**src/rtl/bpf_pkg.sv**
```systemverilog
package bpf_pkg;

  localparam int PIX_W = 8;

  typedef enum logic [1:0] {
    MODE_PAIR   = 2'd0,
    MODE_GSPLIT = 2'd1,
    MODE_SINGLE = 2'd2,
    MODE_BYTE   = 2'd3
  } bpf_mode_e;

  typedef struct packed {
    logic [PIX_W-1:0] y;
    logic [PIX_W-1:0] uv;
    logic [PIX_W-1:0] late;
  } steer_t;

  function automatic logic uv_enabled(bpf_mode_e m);
    return (m == MODE_PAIR) || (m == MODE_GSPLIT);
  endfunction

  function automatic logic rate_doubled(bpf_mode_e m);
    return m == MODE_BYTE;
  endfunction

  // even rows hold blue/green, odd rows hold green/red
  function automatic steer_t steer(bpf_mode_e m, logic row_odd, logic col_odd,
                                   logic [PIX_W-1:0] cur, logic [PIX_W-1:0] prev);
    logic [PIX_W-1:0] ev_row;
    logic [PIX_W-1:0] od_row;
    steer_t s;
    ev_row = row_odd ? prev : cur;
    od_row = row_odd ? cur  : prev;
    s      = '0;
    case (m)
      MODE_PAIR: begin
        s.y  = od_row;
        s.uv = ev_row;
      end
      MODE_GSPLIT: begin
        s.y  = col_odd ? ev_row : od_row;
        s.uv = col_odd ? od_row : ev_row;
      end
      MODE_SINGLE: begin
        s.y = cur;
      end
      default: begin
        s.y    = col_odd ? od_row : ev_row;
        s.late = col_odd ? ev_row : od_row;
      end
    endcase
    return s;
  endfunction

endpackage

```
**src/rtl/bpf_line_buffer.sv**
```systemverilog
module bpf_line_buffer #(
  parameter int MAX_W = 64,
  parameter int COL_W = 7,
  parameter int PIX_W = 8
) (
  input  logic             clk,
  input  logic             wr_en,
  input  logic [COL_W-1:0] addr,
  input  logic [PIX_W-1:0] wr_data,
  output logic [PIX_W-1:0] rd_data
);
  localparam int IDX_W = (MAX_W > 1) ? $clog2(MAX_W) : 1;

  logic [PIX_W-1:0] mem [MAX_W];
  logic [IDX_W-1:0] idx;
  logic             in_range;

  assign idx      = addr[IDX_W-1:0];
  assign in_range = addr < COL_W'(MAX_W);

  // read returns the previous row's sample before this row overwrites it
  assign rd_data = in_range ? mem[idx] : '0;

  always_ff @(posedge clk) begin
    if (wr_en && in_range) mem[idx] <= wr_data;
  end
endmodule

```
**src/rtl/bpf_line_tracker.sv**
```systemverilog
module bpf_line_tracker
  import bpf_pkg::*;
#(
  parameter int MAX_W = 64,
  parameter int COL_W = 7
) (
  input  logic             clk,
  input  logic             rst_n,
  input  logic             frame_start,
  input  logic [1:0]       mode_req,
  input  logic             line_valid_in,
  input  logic             pix_en,
  output bpf_mode_e        mode_act,
  output logic [COL_W-1:0] col,
  output logic             row_odd,
  output logic             first_row,
  output logic             pix_take,
  output logic             lv_q
);
  logic line_end;

  assign pix_take = line_valid_in & pix_en;
  assign line_end = lv_q & ~line_valid_in;

  always_ff @(posedge clk or negedge rst_n) begin
    if (!rst_n) begin
      mode_act  <= MODE_PAIR;
      row_odd   <= 1'b0;
      first_row <= 1'b1;
      lv_q      <= 1'b0;
    end else begin
      lv_q <= line_valid_in;
      if (frame_start) begin
        mode_act  <= bpf_mode_e'(mode_req);
        row_odd   <= 1'b0;
        first_row <= 1'b1;
      end else if (line_end) begin
        row_odd   <= ~row_odd;
        first_row <= 1'b0;
      end
    end
  end

  always_ff @(posedge clk or negedge rst_n) begin
    if (!rst_n)                                     col <= '0;
    else if (!line_valid_in)                        col <= '0;
    else if (pix_take && (col != COL_W'(MAX_W)))    col <= col + 1'b1;
  end
endmodule

```
**src/rtl/bpf_out_stage.sv**
```systemverilog
module bpf_out_stage
  import bpf_pkg::*;
(
  input  logic             clk,
  input  logic             rst_n,
  input  logic             line_valid_in,
  input  logic             pix_take,
  input  bpf_mode_e        mode_act,
  input  logic             row_odd,
  input  logic             col_odd,
  input  logic [PIX_W-1:0] cur,
  input  logic [PIX_W-1:0] prev,
  output logic [PIX_W-1:0] y_out,
  output logic [PIX_W-1:0] uv_out
);
  steer_t           s;
  logic [PIX_W-1:0] pend_q;
  logic             pend_v;

  assign s = steer(mode_act, row_odd, col_odd, cur, prev);

  always_ff @(posedge clk or negedge rst_n) begin
    if (!rst_n) begin
      y_out  <= '0;
      uv_out <= '0;
      pend_q <= '0;
      pend_v <= 1'b0;
    end else if (!line_valid_in) begin
      y_out  <= '0;
      uv_out <= '0;
      pend_v <= 1'b0;
    end else if (pix_take) begin
      y_out  <= s.y;
      uv_out <= s.uv;
      pend_q <= s.late;
      pend_v <= rate_doubled(mode_act);
    end else if (pend_v) begin
      y_out  <= pend_q;
      pend_v <= 1'b0;
    end
  end
endmodule

```
**src/rtl/bayer_pair_fmt.sv**
```systemverilog
module bayer_pair_fmt
  import bpf_pkg::*;
#(
  parameter int MAX_W = 64
) (
  input  logic       clk,
  input  logic       rst_n,
  input  logic       frame_start,
  input  logic [1:0] mode_in,
  input  logic       line_valid_in,
  input  logic       pix_en,
  input  logic [7:0] pix_in,
  output logic       line_valid_out,
  output logic [7:0] y_out,
  output logic [7:0] uv_out,
  output logic       uv_oe,
  output logic       pclk_x2
);
  localparam int COL_W = $clog2(MAX_W + 1);

  bpf_mode_e        mode_act;
  logic [COL_W-1:0] col;
  logic             row_odd;
  logic             first_row;
  logic             pix_take;
  logic             mode_dflt;
  logic [PIX_W-1:0] buf_rd;
  logic [PIX_W-1:0] prev_px;

  bpf_line_tracker #(.MAX_W(MAX_W), .COL_W(COL_W)) u_track (
    .clk           (clk),
    .rst_n         (rst_n),
    .frame_start   (frame_start),
    .mode_req      (mode_in),
    .line_valid_in (line_valid_in),
    .pix_en        (pix_en),
    .mode_act      (mode_act),
    .col           (col),
    .row_odd       (row_odd),
    .first_row     (first_row),
    .pix_take      (pix_take),
    .lv_q          (line_valid_out)
  );

  bpf_line_buffer #(.MAX_W(MAX_W), .COL_W(COL_W), .PIX_W(PIX_W)) u_buf (
    .clk     (clk),
    .wr_en   (pix_take),
    .addr    (col),
    .wr_data (pix_in),
    .rd_data (buf_rd)
  );

  assign prev_px   = first_row ? '0 : buf_rd;
  assign mode_dflt = (mode_act == MODE_PAIR);
  assign uv_oe     = uv_enabled(mode_act);
  assign pclk_x2   = rate_doubled(mode_act);

  bpf_out_stage u_out (
    .clk           (clk),
    .rst_n         (rst_n),
    .line_valid_in (line_valid_in),
    .pix_take      (pix_take),
    .mode_act      (mode_act),
    .row_odd       (row_odd),
    .col_odd       (col[0]),
    .cur           (pix_in),
    .prev          (prev_px),
    .y_out         (y_out),
    .uv_out        (uv_out)
  );
endmodule

```
**config.mk**
```make
export PLATFORM = sky130hd
export DESIGN_NAME = bayer_pair_fmt
export DESIGN_NICKNAME = d
export VERILOG_FILES = /design/src/rtl/bpf_pkg.sv /design/src/rtl/bpf_line_buffer.sv /design/src/rtl/bpf_line_tracker.sv /design/src/rtl/bpf_out_stage.sv /design/src/rtl/bayer_pair_fmt.sv
export SDC_FILE = /design/constraint.sdc
export NUM_CORES = 1
export LEC_CHECK = 0
export BUFFER_PORTS_ARGS = -buffer_cell sky130_fd_sc_hd__buf_4
export CORE_UTILIZATION = 32
export CTS_BUF_LIST = sky130_fd_sc_hd__clkbuf_2
export CTS_CLUSTER_SIZE = 8
export DETAILED_ROUTE_END_ITERATION = 7
export GPL_ROUTABILITY_DRIVEN = 0
export SETUP_SLACK_MARGIN = 0.15
export SLEW_MARGIN = 40
export SYNTH_ARGS = -nofsm -noshare
export SYNTH_HDL_FRONTEND = slang
export SYNTH_HIERARCHICAL = 1
export SYNTH_SLANG_ARGS = --single-unit
```
**constraint.sdc**
```tcl
create_clock -name clk -period 2.9 [get_ports clk]
set_input_delay 0.29 -clock clk [delete_from_list [all_inputs] [get_ports clk]]
set_output_delay 0.29 -clock clk [all_outputs]
set_load 0.03 [all_outputs]
```
### Yosys cells after proc, flatten, opt, wreduce, memory -nomap -nowiden

Memory sizes are Yosys's and may differ from the RTL's.
Cells that the tools add are included.

* logic and storage cells: 54
* register bits after elaboration: 37
* input bits: 15
* bits in writable memories: 512
* memories: 1

* add/sub/neg operators: 1
* equal/unequal tests: 7
* reductions and logical operators: 7
* bitwise gates (word level): 4
* magnitude comparators: 1
* muxes and demuxes: 24

Memories
* u_buf.mem: depth 64, bits a word 8, rd ports 1, clocked after memory_dff 0, wr ports 1, RTL line bpf_line_buffer.sv:14 `logic [PIX_W-1:0] mem [MAX_W];`

Operators with widths (count)
* 8-bit 2-to-1 mux: 12
* 8-bit one-hot mux with 3 select lines: 1
* 8-bit one-hot mux with 2 select lines: 1
* 7-bit 2-to-1 mux: 2
* 1-bit 2-to-1 mux: 8
* 7-bit by 1-bit adder with 7-bit output (second input constant): 1
* 7-bit less-than comparator (second input constant): 1
* 7-bit != test (second input constant): 1
* 2-bit equality test (second input constant): 2
* 2-bit by 1-bit != test with 1-bit output (second input constant): 2
* 3-bit by 1-bit != test with 1-bit output (second input constant): 1
* 3-bit OR reduction: 1
* 1-bit bitwise AND: 2
* 2-bit by 1-bit equality test with 1-bit output (second input constant): 1
* 1-bit logical AND: 2
* 2-bit zero test: 1
* 1-bit NOT: 2
* 2-bit AND reduction: 1
* 2-bit nonzero test: 1
* 1-bit logical OR: 1

### Logic depth before layout (Yosys ltp)

* depth in word-level cells: 8
* gate-level depth with buffers: 14
* depth with buffers taken out: 11

### Hierarchy

The synthesis kept the hierarchy.

Modules (own cells, without submodules)
* bpf_line_buffer: instances 1, cells each 1153, area an instance 20073.0 µm²
* bpf_out_stage: instances 1, cells each 184, area an instance 1754.2 µm²
* bpf_line_tracker: instances 1, cells each 58, area an instance 615.6 µm²
* bayer_pair_fmt: instances 1, cells each 10, area an instance 60.1 µm²

### Worst setup path after synthesis

No wires, ideal clock.

* kind: flip-flop to flip-flop
* start point: reg u_track.col[0]
* end point: reg u_out.y_out[3]
* setup time: 132 ps
* data arrival time: 2655 ps
* stages on the path, launching flop included: 13
* setup slack: 114 ps
* required time: 2768 ps
* cell sequence: dfrtp_1 -> buf_6 -> buf_8 -> mux4_2 -> mux2i_1 -> nor2_1 -> nor4_1 -> a41oi_1 -> nor2b_1 -> mux2_2 -> o22a_1 -> a21oi_1 -> o22ai_1

* longest elaborated chain between the ends: 8
* elaborated cells on any way between the ends: 11
* classes of those cells: 1 x order compare; 9 x mux; 1 x memory

RTL lines
* start: declaration: RTL line bpf_line_tracker.sv:14 `output logic [COL_W-1:0] col,`
* start signal: assignment: RTL line bpf_line_tracker.sv:47 `else if (pix_take && (col != COL_W'(MAX_W))) col <= col + 1'b1;`
* memory read 64 x 8 bit / 7-bit less-than comparator (equally long branches)
* 8-bit 2-to-1 mux *: RTL line bpf_line_buffer.sv:22 `assign rd_data = in_range ? mem[idx] : '0;`
* net buf_rd[3]: RTL line bayer_pair_fmt.sv:27 `logic [PIX_W-1:0] buf_rd;`
* 8-bit 2-to-1 mux *: RTL line bayer_pair_fmt.sv:53 `assign prev_px = first_row ? '0 : buf_rd;`
* net prev_px[3]: RTL line bayer_pair_fmt.sv:28 `logic [PIX_W-1:0] prev_px;`
* 8-bit 2-to-1 mux, on equally long branches: RTL line bpf_pkg.sv:32, bpf_pkg.sv:33
* 8-bit 2-to-1 mux, on equally long branches: RTL line bpf_pkg.sv:48, bpf_pkg.sv:41
* 8-bit one-hot mux with 3 select lines *: RTL line bpf_pkg.sv:35 `case (m)`
* 8-bit 2-to-1 mux *: RTL line bpf_out_stage.sv:32 `end else if (pix_take) begin`
* 8-bit 2-to-1 mux *: RTL line bpf_out_stage.sv:28 `end else if (!line_valid_in) begin`
* end signal: assignment: RTL line bpf_out_stage.sv:33 `y_out <= s.y;`
* end signal: assignment: RTL line bpf_out_stage.sv:38 `y_out <= pend_q;`
* end: declaration: RTL line bpf_out_stage.sv:13 `output logic [PIX_W-1:0] y_out,`

Mark *: on every way through the listed nets, which the timed path passes. The rest lies on a longest branch.
A chain may end at the register's enable or synchronous reset.

### Final worst setup path

* start point: reg u_track.col[0]
* end point: reg u_out.y_out[6]

The elaborated chain is that of the path after synthesis.

==> results.py <==
metrics = {
    "status": {
        "status": "finished with violations",
        "violations": "setup timing",
    },
    "power": {
        "comb_power_share": 0.102,
        "total_power_mw": 15.6,
        "power_density_nw_per_um2": 554,
        "p_switching_mw": 4.11,
        "p_sw_frac": 0.263,
        "p_leak_nw": 9.69,
        "vdd_drop_max_uv": 269,
        "seqPwrFrac": 0.559,
        "power.internal_mw": 11.5,
        "clkPwrFrac": 0.339,
    },
    "detailed_routing": {
        "ant_nets": 0,
        "wl_per_cell_um": 23.6,
        "drc": 0,
        "first_pass_iters": 6,
        "viasPerCell": 5.28,
        "drt-total-wl_mm": 66.9,
        "via_count": 15000,
        "drt_iter0_drc": 1721,
    },
    "run": {
        "cap_violations": 0,
    },
    "worst_setup_path": {
        "cp_top_family": "compound AO/OA/AOI/OAI gates",
        "crit_chain": "buf_12 > buf_12 > mux4_2 > o21ai_1 > o21ai_1 > a211oi_2 > buf_4 > a41oi_2 > nor2b_2 > mux2_2 > o22a_1 > a21oi_2 > o22ai_1",
        "rrSetupSlack_ns": -0.25,
        "critical-path-slowest-cell": "mux4_2",
        "r2r.worst_path.cells": 13,
        "worstPathArrival_ns": 4.34,
        "crit_fanout": 15,
        "worstSetupStartpointType": "flop",
        "rr_startpoint": "u_track/col[0]$_DFFE_PN0P_",
        "cp.required_ns": 4.09,
        "path_buf_inv": 3,
        "slowest_delay_ns": 0.57,
        "r2r_end": "u_out/y_out[6]$_DFFE_PN0P_",
        "crit_type": "reg -> reg",
        "cp-end-kind": "flop",
    },
    "finish": {
        "layout.area.seq_um2": 16300,
        "layout-drive-gt1-share": 0.361,
        "syn_to_final_growth_pct": 25.4,
        "fill_cells": 6298,
        "nets": 1823,
        "multi_input_area_um2": 6150,
    },
    "grt": {
        "antenna_found_initial": 3,
        "grt_pass1_wl_mm": 98.0,
        "grt_max_degree": 68,
        "gr-total-overflow": 0,
        "grt_pass1_vias": 15400,
        "track_usage": 0.189,
    },
    "timing": {
        "rsz0062_at_grt": "yes",
        "tightest_slew_ns": 0.891,
        "timing.final.crit_share": 1.09,
        "skew_ns": 0.140,
        "final-hold-violation-count": 0,
        "period_needed_ns": 3.15,
        "fmax_mhz": 318,
        "finalWorstSetupSlack_ns": -0.247,
        "setup_viol": 14,
        "slew-limit-headroom": 0.406,
        "slew_viol_final": 0,
    },
    "clocking": {
        "cts_root_buf": "clkbuf_2",
        "max-clock-path-buffers": 3,
        "h-tree-depth": 4,
        "insertion_delay_ns": 1.33,
        "cts_buffers": 139,
        "cts_tree": "yes",
        "cts.sinks": 549,
        "clk_pin_slew_ns": 0.11,
    },
    "floorplan": {
        "start_util": 0.326,
        "die_y_um": 267,
        "core_um2": 69100,
        "num_rows": 96,
        "die_w_um": 267,
        "die_area_um2": 71400,
        "ios": 34,
    },
    "yosys": {
        "synth_area_leaders": "edfxtp_1 68%, dfrtp_1 4.0%, mux2i_1 3.8%",
        "ys_ff_latch": 549,
        "synth_nets": 1422,
        "ys_dominant_reg_cell": "edfxtp_1",
        "netlist_area_um2": 22500,
        "avgSynthCellArea_um2": 16.0,
        "yosysTopAreaCell": "edfxtp_1",
        "synth.distinct_cells": 72,
        "synth_edf_count": 512,
        "syn-instance-count": 1405,
        "yosys_warnings": 6,
        "synth_top_area_frac": 0.683,
        "ys_seq_area_frac": 0.724,
        "synthArstFlopShare": 0.0674,
    },
    "hold_path": {
        "min_delay_path_depth": 4,
        "hp-class": "in -> reg",
        "min_to": "u_out/uv_out[7]$_DFFE_PN0P_",
        "hp-start": "pix_in[7]",
    },
    "place": {
        "dpl_worst_slack_ns": -0.625,
        "port-buffer-count": 33,
        "hpwl_mm": 43.0,
    },
}
==> worst register-to-register path, cell delays in order (launching register included) <==
cell and delay [ns]:
dfrtp_4 0.56, buf_12 0.15, buf_12 0.15, mux4_2 0.57, o21ai_1 0.14, o21ai_1 0.11, a211oi_2 0.21, buf_4 0.15
a41oi_2 0.14, nor2b_2 0.22, mux2_2 0.27, o22a_1 0.20, a21oi_2 0.15, o22ai_1 0.09
==> sequential cells by signal (all words and copies together) (netlist names) <==
name,count
u_track/lv_q,1
u_track/row_odd,1
u_out/uv_out,8
u_out/y_out,8
u_track/mode_act,2
u_out/pend_q,8
u_track/col,7
u_out/pend_v,1
u_track/first_row,1
u_buf/mem,512
==> through the flow <==
| stage | cells | hold WS [ns] | cell area, um2 | utilization | TNS (ns) |
|---|---|---|---|---|---|
| 6_report | 2841 | 0.176 | 28200 | 0.409 | -2.27 |
| 5_1_grt | 2839 | 0.106 | 28200 | 0.409 | -3.48 |
| 4_1_cts | 2831 | 0.0687 | 27900 | 0.404 | -2.11 |
| 3_5_place_dp | 2532 | 0.289 | 25500 | 0.370 | -7.69 |
| 3_3_place_gp | 2532 | 0.287 | 25500 | 0.370 | -7.06 |
| 2_1_floorplan | 1405 | -0.00559 | 22500 | - | 0 |
==> power by group through the flow <==
stage	sequential [mW]	clock [mW]	combinational [mW]
floorplan	8.91	0	0.678
global route	8.75	5.81	1.68
CTS	8.74	5.43	1.52
finish	8.74	5.30	1.60
global placement	8.92	0	1.30
detailed placement	8.93	0	1.31
==> final cells by class <==
class / count / area share
flip-flops and latches: 549 / 0.578
inverters: 9 / 0.00120
multi-input cells: 750 / 0.218
diodes: 4 / 0.000355
repair buffers: 357 / 0.116
clock buffers: 189 / 0.0335
well taps: 931 / 0.0413
clock inverters: 52 / 0.0115
==> logic make-up (layout without fill, tap and decap cells) <==
kind of cell / after synthesis / in the layout / share of synthesized area
other: 0 / 4 / 0
AO/OA/AOI/OAI: 336 / 336 / 0.106
buffers and inverters: 106 / 607 / 0.0269
adder cells (fa/ha/maj): 2 / 2 / 0.00111
flip-flops: 549 / 549 / 0.724
multiplexers: 138 / 138 / 0.0793
XOR/XNOR: 7 / 7 / 0.00450
AND/OR/NAND/NOR: 267 / 267 / 0.0578
==> repair_timing <==
action,CTS,global route
setup buffers,16,4
gates resized for setup,88,65
hold buffers,40,0
gates cloned,2,2
setup endpoints to repair,24,25
hold endpoints to repair,588,0
pin swaps,25,13
==> per-layer routing <==
metal | global-route usage | vias up | wire, um
met5 | 0 | - | 12
met3 | 0.0544 | 117 | 5940
met4 | 0.0822 | 2 | 2040
met1 | 0.246 | 7566 | 27300
met2 | 0.294 | 750 | 31700
li1 | - | 6579 | -
==> worst max-delay path by stage <==
stage | start | endpoint | slack, ns | cells past startpoint
finish | u_track/col[0]$_DFFE_PN0P_ | u_out/y_out[6]$_DFFE_PN0P_ | -0.25 | 13
global route | u_track/col[1]$_DFFE_PN0P_ | u_out/y_out[1]$_DFFE_PN0P_ | -0.35 | 14
CTS | u_track/col[1]$_DFFE_PN0P_ | u_out/y_out[0]$_DFFE_PN0P_ | -0.23 | 14
detailed placement | u_track/col[0]$_DFFE_PN0P_ | u_out/y_out[0]$_DFFE_PN0P_ | -0.63 | 13
global placement | u_track/col[0]$_DFFE_PN0P_ | u_out/y_out[1]$_DFFE_PN0P_ | -0.56 | 12
floorplan | u_track/col[2]$_DFFE_PN0P_ | u_out/y_out[5]$_DFFE_PN0P_ | 0.17 | 13
==> cells in the mapped netlist, drive strengths merged, types with 3 or more instances <==
cell type  number
nor3            5
or3             4
nor3b           4
inv             9
a21oi          50
nor2          104
mux4           30
mux2i          86
o22a            6
nand3          32
nand4           6
mux2           22
nand4b          3
o32ai           3
edfxtp        512
nand2          50
clkbuf         19
a21o            3
and3b           3
dfrtp          36
o21ai          42
buf            78
nor2b          14
xnor2           6
o21a            3
nand2b         14
a31oi          12
nor4            5
o221ai         20
a22o           19
a21boi          4
nand3b          5
a22oi          73
o22ai          29
a221oi         47
a41oi           5
and2            8
==> cell usage in the layout (no fill, tap or decap), types with 32 or more instances in the layout <==
cell type | synthesis | routed
edfxtp_1 | 512 | 512
a21oi_1 | 50 | 42
nand2_1 | 50 | 49
mux2i_1 | 86 | 81
nor2_1 | 102 | 95
clkbuf_2 | 0 | 189
a221oi_1 | 47 | 32
a22oi_1 | 73 | 63
buf_4 | 18 | 268
dfrtp_1 | 36 | 32
dlygate4sd3_1 | 0 | 34
(Power assumes the default switching activity.)
